**src/rtl/irq_ctrl_pkg.sv**
```systemverilog
package irq_ctrl_pkg;
  localparam int LVL_W = 3;
  localparam int MODE_EDGE_BIT = 1;  // 1: edge, 0: level
  localparam int MODE_POL_BIT  = 0;  // 1: high/rising, 0: low/falling
  // word indices (byte address >> 2)
  localparam logic [5:0] WI_EN       = 6'h00;
  localparam logic [5:0] WI_MODE0    = 6'h01;
  localparam logic [5:0] WI_LVL0     = 6'h04;
  localparam logic [5:0] WI_LVL_LAST = 6'h0B;
  localparam logic [5:0] WI_MASK     = 6'h10;
  localparam logic [5:0] WI_SCLR     = 6'h18;
  localparam logic [5:0] WI_EDGE     = 6'h20;
  localparam logic [5:0] WI_CUR      = 6'h28;
  localparam int SCLR_GO_BIT = 8;
  localparam int CUR_FLAG_BIT = 16;
  localparam int CUR_LVL_LSB  = 8;
endpackage

```
**src/rtl/irq_regs.sv**
```systemverilog
module irq_regs
  import irq_ctrl_pkg::*;
#(
  parameter int NSRC = 32,
  localparam int SRC_W = $clog2(NSRC)
) (
  input  logic                        clk_i,
  input  logic                        rst_ni,
  input  logic [7:0]                  addr_i,
  input  logic                        we_i,
  input  logic [31:0]                 wdata_i,
  output logic [31:0]                 rdata_o,
  input  logic [NSRC-1:0]             edge_i,
  input  logic [31:0]                 cur_i,
  output logic                        en_o,
  output logic [LVL_W-1:0]            thresh_o,
  output logic [NSRC-1:0][1:0]        mode_o,
  output logic [NSRC-1:0][LVL_W-1:0]  prio_o,
  output logic                        clr_o,
  output logic [SRC_W-1:0]            clr_id_o
);
  logic [5:0] widx;
  logic       lvl_hit;
  logic [2:0] lvl_k;

  assign widx    = addr_i[7:2];
  assign lvl_hit = (widx >= WI_LVL0) && (widx <= WI_LVL_LAST);
  assign lvl_k   = 3'(widx - WI_LVL0);

  always_ff @(posedge clk_i or negedge rst_ni) begin
    if (!rst_ni) begin
      en_o     <= 1'b0;
      thresh_o <= '0;
      mode_o   <= '0;
      prio_o   <= '0;
    end else if (we_i) begin
      if (widx == WI_EN)   en_o     <= wdata_i[0];
      if (widx == WI_MASK) thresh_o <= wdata_i[LVL_W-1:0];
      for (int n = 0; n < NSRC; n++) begin
        if (widx == WI_MODE0 + 6'(n / 16))
          mode_o[n] <= wdata_i[2*(n%16) +: 2];
        if (lvl_hit && lvl_k == 3'((n % 16) / 2))
          prio_o[n] <= wdata_i[(n/16)*16 + (n%2)*8 +: LVL_W];
      end
    end
  end

  always_comb begin
    rdata_o = '0;
    if (widx == WI_EN)   rdata_o[0] = en_o;
    if (widx == WI_MASK) rdata_o[LVL_W-1:0] = thresh_o;
    if (widx == WI_EDGE) rdata_o[NSRC-1:0] = edge_i;
    if (widx == WI_CUR)  rdata_o = cur_i;
    for (int n = 0; n < NSRC; n++) begin
      if (widx == WI_MODE0 + 6'(n / 16))
        rdata_o[2*(n%16) +: 2] = mode_o[n];
      if (lvl_hit && lvl_k == 3'((n % 16) / 2))
        rdata_o[(n/16)*16 + (n%2)*8 +: LVL_W] = prio_o[n];
    end
  end

  assign clr_o    = we_i && (widx == WI_SCLR) && wdata_i[SCLR_GO_BIT];
  assign clr_id_o = wdata_i[SRC_W-1:0];
endmodule

```
**src/rtl/irq_edge.sv**
```systemverilog
module irq_edge
  import irq_ctrl_pkg::*;
#(
  parameter int NSRC = 32,
  localparam int SRC_W = $clog2(NSRC)
) (
  input  logic                 clk_i,
  input  logic                 rst_ni,
  input  logic [NSRC-1:0]      req_i,
  input  logic [NSRC-1:0][1:0] mode_i,
  input  logic                 clr_i,
  input  logic [SRC_W-1:0]     clr_id_i,
  output logic [NSRC-1:0]      hit_o,
  output logic [NSRC-1:0]      edge_o,
  output logic [NSRC-1:0]      active_o
);
  logic [NSRC-1:0] s1_q, s2_q, prev_q, clr_mask;

  always_ff @(posedge clk_i or negedge rst_ni) begin
    if (!rst_ni) begin
      s1_q   <= '0;
      s2_q   <= '0;
      prev_q <= '0;
    end else begin
      s1_q   <= req_i;
      s2_q   <= s1_q;
      prev_q <= s2_q;
    end
  end

  for (genvar g = 0; g < NSRC; g++) begin : g_src
    logic pol;
    assign pol = mode_i[g][MODE_POL_BIT];
    assign hit_o[g] = mode_i[g][MODE_EDGE_BIT] &
                      (pol ? (s2_q[g] & ~prev_q[g]) : (~s2_q[g] & prev_q[g]));
    assign active_o[g] = mode_i[g][MODE_EDGE_BIT] ? edge_o[g]
                                                  : (pol ? s2_q[g] : ~s2_q[g]);
  end

  assign clr_mask = clr_i ? (NSRC'(1) << clr_id_i) : '0;

  // a new edge wins over a clear in the same cycle
  always_ff @(posedge clk_i or negedge rst_ni) begin
    if (!rst_ni) edge_o <= '0;
    else         edge_o <= (edge_o & ~clr_mask) | hit_o;
  end
endmodule

```
**src/rtl/irq_arb.sv**
```systemverilog
module irq_arb
  import irq_ctrl_pkg::*;
#(
  parameter int NSRC = 32,
  localparam int SRC_W = $clog2(NSRC)
) (
  input  logic [NSRC-1:0]            active_i,
  input  logic [NSRC-1:0][LVL_W-1:0] prio_i,
  input  logic [LVL_W-1:0]           thresh_i,
  output logic                       pend_o,
  output logic [LVL_W-1:0]           lvl_o,
  output logic [SRC_W-1:0]           id_o
);
  // downward scan with >= lets the lower index take ties
  always_comb begin
    pend_o = 1'b0;
    lvl_o  = '0;
    id_o   = '0;
    for (int n = NSRC - 1; n >= 0; n--) begin
      if (active_i[n] && prio_i[n] > thresh_i && (!pend_o || prio_i[n] >= lvl_o)) begin
        pend_o = 1'b1;
        lvl_o  = prio_i[n];
        id_o   = SRC_W'(n);
      end
    end
  end
endmodule

```
**src/rtl/prio_irq_ctrl.sv**
```systemverilog
module prio_irq_ctrl
  import irq_ctrl_pkg::*;
#(
  parameter int NSRC = 32,
  localparam int SRC_W = $clog2(NSRC)
) (
  input  logic            clk_i,
  input  logic            rst_ni,
  input  logic [7:0]      addr_i,
  input  logic            we_i,
  input  logic [31:0]     wdata_i,
  output logic [31:0]     rdata_o,
  input  logic [NSRC-1:0] irq_req_i,
  output logic            irq_o
);
  logic                       en;
  logic [LVL_W-1:0]           thresh;
  logic [NSRC-1:0][1:0]       mode;
  logic [NSRC-1:0][LVL_W-1:0] prio;
  logic                       clr;
  logic [SRC_W-1:0]           clr_id;
  logic [NSRC-1:0]            hit, edge_q, active;
  logic                       pend;
  logic [LVL_W-1:0]           win_lvl;
  logic [SRC_W-1:0]           win_id;
  logic [31:0]                cur;

  irq_regs #(.NSRC(NSRC)) u_regs (
    .clk_i, .rst_ni, .addr_i, .we_i, .wdata_i, .rdata_o,
    .edge_i(edge_q), .cur_i(cur), .en_o(en), .thresh_o(thresh),
    .mode_o(mode), .prio_o(prio), .clr_o(clr), .clr_id_o(clr_id)
  );

  irq_edge #(.NSRC(NSRC)) u_edge (
    .clk_i, .rst_ni, .req_i(irq_req_i), .mode_i(mode),
    .clr_i(clr), .clr_id_i(clr_id),
    .hit_o(hit), .edge_o(edge_q), .active_o(active)
  );

  irq_arb #(.NSRC(NSRC)) u_arb (
    .active_i(active), .prio_i(prio), .thresh_i(thresh),
    .pend_o(pend), .lvl_o(win_lvl), .id_o(win_id)
  );

  always_comb begin
    cur = '0;
    cur[CUR_FLAG_BIT] = pend;
    cur[CUR_LVL_LSB +: LVL_W] = win_lvl;
    cur[SRC_W-1:0] = win_id;
  end

  assign irq_o = pend & en;
endmodule

```
**config.mk**
```make
export PLATFORM = sky130hd
export DESIGN_NAME = prio_irq_ctrl
export DESIGN_NICKNAME = d
export VERILOG_FILES = /design/src/rtl/irq_ctrl_pkg.sv /design/src/rtl/irq_regs.sv /design/src/rtl/irq_edge.sv /design/src/rtl/irq_arb.sv /design/src/rtl/prio_irq_ctrl.sv
export SDC_FILE = /design/constraint.sdc
export NUM_CORES = 1
export LEC_CHECK = 0
export ABC_AREA = 1
export CORE_MARGIN = 1.5
export CORE_UTILIZATION = 60
export CTS_BUF_LIST = sky130_fd_sc_hd__clkbuf_4 sky130_fd_sc_hd__clkbuf_8 sky130_fd_sc_hd__clkbuf_16
export DETAILED_ROUTE_END_ITERATION = 10
export DONT_BUFFER_PORTS = 1
export PLACE_DENSITY = 0.76
export SYNTH_ARGS = -nofsm -noshare
export SYNTH_HDL_FRONTEND = slang
export SYNTH_HIERARCHICAL = 1
export SYNTH_SLANG_ARGS = --single-unit
```
**constraint.sdc**
```tcl
create_clock -name clk_i -period 42 [get_ports clk_i]
set_clock_uncertainty 0.2 [all_clocks]
set_input_delay 8.4 -clock clk_i [delete_from_list [all_inputs] [get_ports clk_i]]
set_output_delay 8.4 -clock clk_i [all_outputs]
set_load 0.005 [all_outputs]
```
==> out/results.txt <==
The tools report the startpoint of the lowest-slack register-to-register path as u_regs/thresh_o[0]$_DFFE_PN0P_. The post-route core utilization was 72.1%. The highest net fanout along the worst path was 8; the detail-routed net length per standard cell was 19.2 um.

The internal reg-to-reg setup slack was 40.48 ns; the instance count along the most critical hold path was 0. The number of cells on the worst reg-to-reg path is 3. During I/O placement, the number of pins put on the boundary was 108. The number of nets with antenna violations after detailed routing was 0. For the worst setup path, the data required time is 33.40 ns. Once the floorplan was initialized, standard cells occupied 60.8% of the core. Setup violations remaining at the end of the flow were counted as 0. At the pin with the least slew margin, the transition time is 1.21 ns.

Cell type with the highest occurrence count on the critical path: sky130_fd_sc_hd__nand2_2. The headroom to the max-slew limit was 18.8%. The worst hold path belongs to the class reg2reg.

At the worst endpoint, the arrival time is 32.40 ns. For this design, the slowest cell found on the critical path is sky130_fd_sc_hd__dfrtp_1. The height of the die works out to 182 um. Counting every instance in the synthesized netlist gives 2549. Global routing consumed, over all layers together, 34.3% of the routing resources. The via count of the first global-routing pass is 16900, and the Yosys warning count is 6. In this run the most critical hold path is launched from u_edge/s1_q[31]$_DFF_PN0_.

The floorplan has 65 rows. In this run the tool buffered the top-level ports with 0 buffer cells. The run finished with clean final reports. Critical path start-end classification: reg2out. The number of violations of the max-capacitance limit was 0. The fraction of final layout cells with drive strength greater than 1 is 22.5%. The CTS clock-pin slew for the worst setup and hold paths works out to 0.06 ns.

The root buffer cell chosen for the clock tree is sky130_fd_sc_hd__clkbuf_16. Tracing the worst setup path back leads to its startpoint at u_regs/prio_o[94]$_DFFE_PN0P_. The logs give 88.5 mm for the global-route wire length before repair and 18300 for the number of vias in the routed layout. The synthesis-to-layout area growth came out at 18.5%. STA classifies the critical path startpoint as a flip-flop.

STA classifies the critical path endpoint as a primary output. Counting along the longest clock path gives a buffer depth of 3. The endpoint identified for the worst register-to-register timing path is u_regs/thresh_o[0]$_DFFE_PN0P_.

Counting the buffers created by CTS gives 30. For the count of final hold-check violations, the log shows 0. The count of unresolved DRC violations after routing was 0. The total overflow left after global routing is 0. For the H-tree depth, the log shows 1.

The pre-antenna-repair detailed-routing pass consisted of 6 iterations. Summing every instance area after synthesis gives 19100 um^2. The detailed router finished its first iteration with 1687 violations. The tools report the placed wire-length estimate as 40.9 mm. The most critical setup path has its endpoint at rdata_o[9].

The net count of the finished layout is 2930. The sink count of the clock tree is 292, and the horizontal extent of the die is 182 um. For the total core area, the log shows 31500 um^2. The number of max-slew violations in the final report was 0; the maximum operating frequency was 0.0244 GHz.

Setup repair after global routing could not meet its margin everywhere. Summed over all layers, the routed wires come to 59.7 mm. The floorplan step defined a die boundary enclosing 33000 um^2.

The pin count of the biggest net entering global routing was 293; the placer's final routability congestion estimate was 0.925. The logs give 3 for the number of antenna violations at the first check in global routing and 0.56 ns for the clock insertion delay at the later pin of the skew report. TritonCTS built the clock tree. Buffers inserted to repair hold after CTS numbered 0.

The worst path in the final design needs a cycle of 41.00 ns, including I/O delays and setup. The synthesized area divided by synthesized cell count is 7.51 um^2, and the total negative slack is 0 ns. The period utilization was 97.6%; the critical path's largest stage delay was 0.45 ns. The via count normalized by instance count came out at 5.87.
[registers in the layout (all words and copies together), names as in the netlist]
register	count
u_edge/edge_o	32
u_regs/prio_o	96
u_regs/en_o	1
u_edge/s1_q	32
u_edge/s2_q	32
u_edge/prev_q	32
u_regs/mode_o	64
u_regs/thresh_o	3
[how the worst min path moves through the flow]
| stage | end | slack (ns) |
|---|---|---|
| 4_1_cts | u_edge/s2_q[23]$_DFF_PN0_ | 0.15 |
| 3_5_place_dp | u_edge/s2_q[11]$_DFF_PN0_ | 0.14 |
| 6_report | u_edge/s2_q[31]$_DFF_PN0_ | 0.15 |
| 5_1_grt | u_edge/s2_q[29]$_DFF_PN0_ | 0.15 |
| 2_1_floorplan | u_edge/s2_q[0]$_DFF_PN0_ | 0.13 |
| 3_3_place_gp | u_edge/s2_q[18]$_DFF_PN0_ | 0.13 |
[metal layers]
metal | wire length (um) | part of all wire, % | GRT usage, %
met3 | 5260 | 8.8 | 5.82
met5 | 16 | 0.027 | 0
met1 | 23800 | 40 | 45.7
met2 | 28100 | 47 | 55.6
met4 | 2510 | 4.2 | 14.9
[metrics by stage]
stage / worst slack, ns / cells / hold slack [ns] / instance area (um^2)
after global routing: -1.15 / 3115 / 0.155 / 22700
after detailed placement: -0.899 / 2985 / 0.136 / 19900
after CTS: 0.00392 / 3043 / 0.149 / 21200
after global placement: 0.274 / 2985 / 0.132 / 19900
after floorplan: 2.59 / 2571 / 0.131 / 19200
final: 1.00 / 3117 / 0.149 / 22700
[layout make-up]
| class | instances | area (um^2) |
|---|---|---|
| clock buffer | 41 | 888 |
| timing repair buffer | 148 | 1160 |
| tap | 402 | 503 |
| fill | 2395 | 8790 |
| clock inverter | 15 | 270 |
| multi-input combinational | 1906 | 11400 |
| antenna | 2 | 5.00 |
| sequential | 292 | 7310 |
| inverter | 311 | 1180 |
[timing repair]
item,4_1_cts,5_1_grt
pin swaps,28,193
gates resized for setup,59,253
buffers inserted,2,72
setup endpoints to repair,10,10
[critical path: cells and delay by family (launching register included)]
| kind | cells | cell delay, ns |
|---|---|---|
| buffers and inverters | 48 | 3.59 |
| flip-flops | 1 | 0.45 |
| AND/OR/NAND/NOR | 162 | 13.24 |
| adder cells (fa/ha/maj) | 32 | 8.72 |
| AO/OA/AOI/OAI | 56 | 5.69 |
[cells in the final DEF (no fill, tap or decap), types with 4 or more instances in the layout]
| cell | instances |
|---|---|
| sky130_fd_sc_hd__nand2_1 | 719 |
| sky130_fd_sc_hd__dfrtp_1 | 291 |
| sky130_fd_sc_hd__inv_1 | 273 |
| sky130_fd_sc_hd__ha_1 | 149 |
| sky130_fd_sc_hd__nand3_1 | 143 |
| sky130_fd_sc_hd__buf_4 | 138 |
| sky130_fd_sc_hd__o21ai_0 | 124 |
| sky130_fd_sc_hd__nand2_2 | 122 |
| sky130_fd_sc_hd__o21ai_1 | 122 |
| sky130_fd_sc_hd__nor2_1 | 73 |
| sky130_fd_sc_hd__a21oi_1 | 58 |
| sky130_fd_sc_hd__a31oi_1 | 55 |
| sky130_fd_sc_hd__o21ai_2 | 45 |
| sky130_fd_sc_hd__nand2_4 | 42 |
| sky130_fd_sc_hd__nand3_2 | 38 |
| sky130_fd_sc_hd__or2_2 | 35 |
| sky130_fd_sc_hd__inv_2 | 33 |
| sky130_fd_sc_hd__clkbuf_16 | 31 |
| sky130_fd_sc_hd__nand4_1 | 25 |
| sky130_fd_sc_hd__conb_1 | 23 |
| sky130_fd_sc_hd__nor2_2 | 22 |
| sky130_fd_sc_hd__a22oi_1 | 20 |
| sky130_fd_sc_hd__ha_4 | 16 |
| sky130_fd_sc_hd__nor2_4 | 12 |
| sky130_fd_sc_hd__a21oi_2 | 9 |
| sky130_fd_sc_hd__buf_6 | 9 |
| sky130_fd_sc_hd__bufinv_16 | 7 |
| sky130_fd_sc_hd__clkbuf_8 | 6 |
| sky130_fd_sc_hd__and2_4 | 6 |
| sky130_fd_sc_hd__nand3_4 | 5 |
| sky130_fd_sc_hd__inv_4 | 5 |
| sky130_fd_sc_hd__clkbuf_4 | 4 |
| sky130_fd_sc_hd__and3_1 | 4 |
| sky130_fd_sc_hd__nor4_1 | 4 |
| sky130_fd_sc_hd__o21ai_4 | 4 |
Power is left out: the tool's default activity adds up to more than one toggle a clock period on the data nets, which glitch-free logic cannot reach.
